--- config.mk ---
export PLATFORM = sky130hd
export DESIGN_NAME = hpl_phase_lock
export DESIGN_NICKNAME = d
export VERILOG_FILES = /design/src/rtl/hpl_pkg.sv /design/src/rtl/hpl_edge_watch.sv /design/src/rtl/hpl_phase_est.sv /design/src/rtl/hpl_period_ctl.sv /design/src/rtl/hpl_counter.sv /design/src/rtl/hpl_phase_lock.sv
export SDC_FILE = /design/constraint.sdc
export NUM_CORES = 1
export LEC_CHECK = 0
export CAP_MARGIN = 20
export CORE_UTILIZATION = 53
export DETAILED_ROUTE_END_ITERATION = 10
export PLACE_DENSITY = 0.73
export SETUP_SLACK_MARGIN = 0.15
export SLEW_MARGIN = 30
export SYNTH_ARGS = -nofsm -noshare
export SYNTH_HDL_FRONTEND = slang
export SYNTH_HIERARCHICAL = 1
export SYNTH_SLANG_ARGS = --single-unit
--- constraint.sdc ---
create_clock -name clk -period 33.9 [get_ports clk]
set_input_delay 5.085 -clock clk [delete_from_list [all_inputs] [get_ports clk]]
set_output_delay 5.085 -clock clk [all_outputs]
set_load 0.01 [all_outputs]
--- src/rtl/hpl_pkg.sv ---
package hpl_pkg;

    typedef enum logic {
        ACQ_SEEK,
        ACQ_RUN
    } acq_e;

    typedef struct packed {
        logic               fire;
        logic signed [31:0] err;
    } meas_t;

    function automatic int clampi(int v, int lo, int hi);
        if (v < lo) return lo;
        if (v > hi) return hi;
        return v;
    endfunction

    function automatic int iabs(int v);
        return (v < 0) ? -v : v;
    endfunction

    // wave high for counts in [P/4, P/4 + P/2)
    function automatic logic in_window(int c, int r);
        int p;
        int lo;
        p  = r + 1;
        lo = p >>> 2;
        return (c >= lo) && (c < lo + (p >>> 1));
    endfunction

endpackage

--- src/rtl/hpl_edge_watch.sv ---
module hpl_edge_watch #(
    parameter int LOSS_LIM = 540000
) (
    input  logic clk,
    input  logic rst,
    input  logic ref_in,
    output logic rise,
    output logic fall,
    output logic lost,
    output logic lost_evt
);
    localparam int MW = $clog2(LOSS_LIM + 1);

    logic          ref_q;
    logic [MW-1:0] miss_q;
    logic          lost_q;

    assign rise     = ref_in & ~ref_q;
    assign fall     = ~ref_in & ref_q;
    assign lost_evt = ~rise & (miss_q == MW'(LOSS_LIM)) & ~lost_q;
    assign lost     = lost_q;

    always_ff @(posedge clk) begin
        if (rst) begin
            ref_q  <= 1'b0;
            miss_q <= '0;
            lost_q <= 1'b0;
        end else begin
            ref_q <= ref_in;
            if (rise) begin
                miss_q <= '0;
                lost_q <= 1'b0;
            end else if (miss_q == MW'(LOSS_LIM)) begin
                lost_q <= 1'b1;
            end else begin
                miss_q <= miss_q + MW'(1);
            end
        end
    end
endmodule

--- src/rtl/hpl_phase_est.sv ---
module hpl_phase_est
    import hpl_pkg::*;
#(
    parameter int CW = 20
) (
    input  logic          clk,
    input  logic          rst,
    input  logic          rise,
    input  logic          fall,
    input  logic          lost_evt,
    input  logic [CW-1:0] cnt,
    input  logic [CW-1:0] reload,
    output logic          align,
    output logic [CW-1:0] align_val,
    output meas_t         meas
);
    acq_e          st_q;
    logic          have_q;
    logic [CW-1:0] rcap_q;

    int p_i, span_i, mid_i;

    always_comb begin
        p_i    = int'(reload) + 1;
        span_i = int'(cnt) - int'(rcap_q);
        if (span_i < 0) span_i = span_i + p_i;
        mid_i = int'(rcap_q) + (span_i >>> 1);
        if (mid_i >= p_i) mid_i = mid_i - p_i;
        meas.fire = fall & have_q;
        meas.err  = mid_i - (p_i >>> 1);
        align     = rise & (st_q == ACQ_SEEK);
        align_val = CW'((p_i >>> 2) + 1);
    end

    always_ff @(posedge clk) begin
        if (rst) begin
            st_q   <= ACQ_SEEK;
            have_q <= 1'b0;
            rcap_q <= '0;
        end else begin
            if (align) begin
                st_q <= ACQ_RUN;
            end else if (rise) begin
                have_q <= 1'b1;
                rcap_q <= cnt;
            end else if (meas.fire || lost_evt) begin
                have_q <= 1'b0;
            end
        end
    end
endmodule

--- src/rtl/hpl_period_ctl.sv ---
module hpl_period_ctl
    import hpl_pkg::*;
#(
    parameter int CW         = 20,
    parameter int RELOAD_NOM = 359999,
    parameter int MAX_DEV    = 360,
    parameter int STEP_MAX   = 8,
    parameter int FILT_SHIFT = 4,
    parameter int LOCK_TOL   = 64,
    parameter int LOCK_COUNT = 4
) (
    input  logic          clk,
    input  logic          rst,
    input  meas_t         meas,
    input  logic          track_en,
    input  logic          lost_evt,
    output logic [CW-1:0] reload_q,
    output logic [CW-1:0] reload_nxt,
    output logic          locked
);
    localparam int LW = $clog2(LOCK_COUNT + 1);

    logic signed [31:0] filt_q;
    logic signed [31:0] filt_nxt;
    logic [LW-1:0]      good_q;
    logic               lock_q;
    int                 step_i, rel_i;

    always_comb begin
        filt_nxt = filt_q;
        step_i   = 0;
        rel_i    = int'(reload_q);
        if (meas.fire && track_en) begin
            filt_nxt = filt_q + ((meas.err - filt_q) >>> FILT_SHIFT);
            step_i   = clampi(RELOAD_NOM + int'(filt_nxt) - int'(reload_q),
                              -STEP_MAX, STEP_MAX);
            rel_i    = clampi(int'(reload_q) + step_i,
                              RELOAD_NOM - MAX_DEV, RELOAD_NOM + MAX_DEV);
        end
        reload_nxt = CW'(rel_i);
    end

    always_ff @(posedge clk) begin
        if (rst) begin
            reload_q <= CW'(RELOAD_NOM);
            filt_q   <= '0;
            good_q   <= '0;
            lock_q   <= 1'b0;
        end else begin
            reload_q <= reload_nxt;
            filt_q   <= filt_nxt;
            if (lost_evt) begin
                good_q <= '0;
                lock_q <= 1'b0;
            end else if (meas.fire) begin
                if (iabs(int'(meas.err)) < LOCK_TOL) begin
                    if (good_q != LW'(LOCK_COUNT)) good_q <= good_q + LW'(1);
                    if (good_q >= LW'(LOCK_COUNT - 1)) lock_q <= 1'b1;
                end else begin
                    good_q <= '0;
                    lock_q <= 1'b0;
                end
            end
        end
    end

    assign locked = lock_q;
endmodule

--- src/rtl/hpl_counter.sv ---
module hpl_counter
    import hpl_pkg::*;
#(
    parameter int CW = 20
) (
    input  logic          clk,
    input  logic          rst,
    input  logic          align,
    input  logic [CW-1:0] align_val,
    input  logic [CW-1:0] reload,
    input  logic [CW-1:0] reload_nxt,
    output logic [CW-1:0] cnt,
    output logic          wave
);
    logic [CW-1:0] cnt_nxt;

    always_comb begin
        if (align)             cnt_nxt = align_val;
        else if (cnt >= reload) cnt_nxt = '0;
        else                   cnt_nxt = cnt + CW'(1);
    end

    always_ff @(posedge clk) begin
        if (rst) begin
            cnt  <= '0;
            wave <= 1'b0;
        end else begin
            cnt  <= cnt_nxt;
            wave <= in_window(int'(cnt_nxt), int'(reload_nxt));
        end
    end
endmodule

--- src/rtl/hpl_phase_lock.sv ---
module hpl_phase_lock
    import hpl_pkg::*;
#(
    parameter int RELOAD_NOM = 359999,
    parameter int MAX_DEV    = (RELOAD_NOM + 1) / 1000,
    parameter int STEP_MAX   = 8,
    parameter int FILT_SHIFT = 4,
    parameter int LOCK_TOL   = 64,
    parameter int LOCK_COUNT = 4
) (
    input  logic clk,
    input  logic rst,
    input  logic ref_in,
    input  logic track_en,
    output logic wave_out,
    output logic locked,
    output logic sig_lost
);
    localparam int CW       = $clog2(RELOAD_NOM + MAX_DEV + 2);
    localparam int LOSS_LIM = ((RELOAD_NOM + 1) * 3) / 2;

    logic          rise, fall, lost, lost_evt, align;
    logic [CW-1:0] cnt, reload_q, reload_nxt, align_val;
    meas_t         meas;

    hpl_edge_watch #(.LOSS_LIM(LOSS_LIM)) u_edge (
        .clk(clk), .rst(rst), .ref_in(ref_in),
        .rise(rise), .fall(fall), .lost(lost), .lost_evt(lost_evt)
    );

    hpl_phase_est #(.CW(CW)) u_est (
        .clk(clk), .rst(rst), .rise(rise), .fall(fall), .lost_evt(lost_evt),
        .cnt(cnt), .reload(reload_q), .align(align), .align_val(align_val),
        .meas(meas)
    );

    hpl_period_ctl #(
        .CW(CW), .RELOAD_NOM(RELOAD_NOM), .MAX_DEV(MAX_DEV),
        .STEP_MAX(STEP_MAX), .FILT_SHIFT(FILT_SHIFT),
        .LOCK_TOL(LOCK_TOL), .LOCK_COUNT(LOCK_COUNT)
    ) u_ctl (
        .clk(clk), .rst(rst), .meas(meas), .track_en(track_en),
        .lost_evt(lost_evt), .reload_q(reload_q), .reload_nxt(reload_nxt),
        .locked(locked)
    );

    hpl_counter #(.CW(CW)) u_cnt (
        .clk(clk), .rst(rst), .align(align), .align_val(align_val),
        .reload(reload_q), .reload_nxt(reload_nxt), .cnt(cnt), .wave(wave_out)
    );

    assign sig_lost = lost;
endmodule

==> results by group <==
Outcome
  • Status: finished clean

Detailed routing
  • Drt drc: 0
  • Post-DR vias/cell: 6.13
  • 1st-pass router iterations: 6
  • ANT nets after route: 0
  • Wire length per cell: 17.8 µm
  • Initial DRC count: 1521
  • Vias: 19887
  • Final WL: 57800 µm

Clock tree
  • Clk root buf: clkbuf_16
  • Post-CTS Setup Inserts: 0
  • Clk buf depth: 2
  • CTS Buf Count: 17
  • CTS Sinks: approximately 120
  • Cts-stage hold buffer count: 0
  • Reg clk slew, reported paths: 0.06 ns
  • CTS H-tree depth: 4
  • Clk_lat worst skew: 0.46 ns
  • Post-cts resize count: 0
  • TritonCTS clock tree: yes

Synthesis
  • Synthesized area per cell: 7.46 µm²
  • Async SR Flop Fraction: 0%
  • Net count after synthesis: 3059
  • Sequential area share after synthesis: roughly 12%
  • Post-synth EDFFs: 0
  • Post-Synthesis Cell Area: between 0.02 and 0.025 mm²
  • Yosys cell types: between 100 and 150
  • Ranking of synthesized cells by area: ha_1 19%, dfxtp_1 12%, xnor2_1 6.7%, a21oi_1 6.1%, nand2_1 4.8%
  • Area share of the largest cell type after synthesis: 19.1%
  • Post-Syn Instances: 2735
  • Syn. warnings: 6
  • Flops & latches, synth: 118
  • Synth Flop Type: dfxtp_1
  • Area leader, netlist: ha_1

Placed design
  • Buffers added on ports: 6
  • Pre-CTS worst setup slack: 8.88 ns
  • Hpwl dp: 46000 µm
  • Cell Area, Placed: 0.0210 mm²
  • RD Place Congestion: 0.947

Final layout
  • Layout cells sized above 1: 5.74%
  • Filler instances: 3498
  • Area grow syn2layout: 5.73%
  • Antenna cells: 0
  • Final-stage net count: about 3000
  • Post-route cell area: approximately 0.022 mm²

Die
  • Core area: 0.0378 mm²
  • Cell row count: 71
  • Die area: 0.0393 mm²
  • Initial Util: 54.1%
  • Die height: 198 µm
  • I/O pins: 7
  • Chip Width: between 150 and 200 µm

Timing
  • Actual slew at the worst max-slew pin: 1.02 ns
  • Hold Vio Cnt, Final: 0
  • Slew headroom: 31.3%
  • Slew Limit Fails: 0
  • Final setup fails: 0
  • Max Fclk: 0.0392 GHz
  • Layout Skew: 0.0148 ns
  • Setup TNS: 0 ns
  • Fin crit share: 75.3%
  • Final WS setup: 8.38 ns
  • Worst Hold Slack: 0.474 ns
  • Final min period: 25.52 ns
  • RSZ-0062 raised after global routing: no

Global route
  • Largest net degree at the start of global routing: 59
  • GRT Total Usage: 29.6%
  • M2 GR Usage: between 40% and 50%
  • Initial antenna violation count: 0
  • Met1 Track Usage GR: about two fifths
  • GRT busiest layer: met2
  • Total grt overflow: 0
  • Global Route met3 Usage: 3.47%
  • First-pass GRT wire length: 93800 µm
  • Number of global-route vias before repair: around 19000

Worst setup path
  • CP Capture Type: register
  • Critical path peak fanout: 23
  • CP max stage delay: 0.74 ns
  • CP Class: register to register
  • Setup crit start kind: register
  • Delay-heaviest family, CP: compound AO/OA/AOI/OAI gates
  • CP max stage cell: a22oi_4
  • WP data arrival: 25.91 ns
  • Most used cell along the critical path: a21oi_1
  • Critical path buffers and inverters: 1
  • CP Data Required Time: between 30 and 40 ns

Worst hold path
  • Worst min path class: register to register

Flow run
  • # Max-Cap Violations: 0
-- worst reg2reg max path: cells and delay by family, from the launching register on --
kind | cells | cell delay, ns
flip-flops | 1 | 0.53
adder cells (fa/ha/maj) | 11 | 3.60
buffers and inverters | 1 | 0.09
multiplexers | 1 | 0.37
AND/OR/NAND/NOR | 25 | 3.96
XOR/XNOR | 10 | 2.15
AO/OA/AOI/OAI | 62 | 14.77
-- placed cells by master (no fill, tap or decap), types with 33 or more instances in the layout --
cell | Yosys | layout
a21oi_1 | 248 | 248
inv_1 | 224 | 224
o21ai_0 | 155 | 155
nand2_1 | 262 | 261
nand3_1 | 70 | 70
nand2b_1 | 48 | 48
nor3_1 | 53 | 53
a211oi_1 | 41 | 41
ha_1 | 311 | 311
nand4_1 | 44 | 44
and2_1 | 33 | 33
xor2_1 | 99 | 98
a21o_1 | 73 | 73
nor2_1 | 219 | 219
o21bai_1 | 35 | 35
o21a_1 | 46 | 46
xnor2_1 | 156 | 156
dfxtp_1 | 118 | 118
-- path summary, 6_finish.rpt --
kind | depth (start not counted) | slack, ns | to | startpoint
worst max-delay path | 110 | 8.38 | u_cnt/wave | u_cnt/cnt[1]
worst min-delay path | 2 | 0.47 | u_est/rcap_q[1] | u_est/rcap_q[1]
worst max register to register | 110 | 8.38 | u_cnt/wave | u_cnt/cnt[1]
worst min register to register | 2 | 0.47 | u_est/rcap_q[1] | u_est/rcap_q[1]
-- Yosys cell counts, types with 7 or more instances --
cell and count:
a2111oi_0 7, a211o_1 10, mux2_2 8, nor3_1 53
o31ai_1 19, or4_1 11, mux2_4 13, o21a_1 46
xor2_1 99, o21bai_1 35, or3_1 22, clkbuf_1 44
nor2b_1 30, and4_1 7, inv_1 224, dfxtp_1 118
xor3_1 14, a21o_1 73, and3_1 29, o21ai_2 11
o22ai_1 9, nand2b_1 48, nand2_1 262, o211ai_1 10
o21ai_1 9, ha_1 311, and2_1 33, a31oi_1 21
fa_1 9, nand4_1 44, mux2i_1 8, or2_2 12
nor2_1 219, a21oi_1 248, xnor2_1 156, o21ai_0 155
nor4_1 14, nor3b_1 7, a21boi_0 13, nand3_1 70
a211oi_1 41
-- area by class of cell --
type                    count  area (µm²)  area share, %
flip-flops and latches    118        2360           10.9
well taps                 511         639           2.96
clock buffers              22         484           2.24
multi-input cells        2332       16900           78.4
clock inverters            10         119          0.551
repair buffers             26         205          0.951
inverters                 225         850           3.94
-- flip-flops by register name, indices dropped and copies added, names as in the netlist --
signal,count
u_est/st_q,1
u_cnt/cnt,19
u_ctl/locked,1
u_est/have_q,1
u_ctl/reload_q,19
u_cnt/wave,1
u_edge/lost,1
u_ctl/filt_q,32
u_est/rcap_q,19
u_ctl/good_q,3
u_edge/miss_q,20
u_edge/ref_q,1
-- through the flow --
stage,cells,util (%)
4_1_cts,3244,57.2
5_1_grt,3244,57.2
2_1_floorplan,2735,-
3_3_place_gp,3212,55.6
6_report,3244,57.2
3_5_place_dp,3212,55.6
-- logic make-up after synthesis --
| family | share of synthesized area [%] |
|---|---|
| fa+ha+maj | 19.9 |
| compound gates | 26.1 |
| xor+xnor | 12.8 |
| mux | 1.79 |
| simple gates | 22.2 |
| flops | 11.6 |
| other cells | 0.0184 |
| buf+inv | 5.60 |
-- per-layer routing --
layer / vias up / wire [µm]
li1: 9818 / -
met1: 9375 / 26200
met2: 563 / 26400
met3: 131 / 3250
met4: 0 / 1920
met5: - / 0
Power is not shown: default switching activity piles up to over one toggle a cycle in this logic, so the estimate is an artifact.
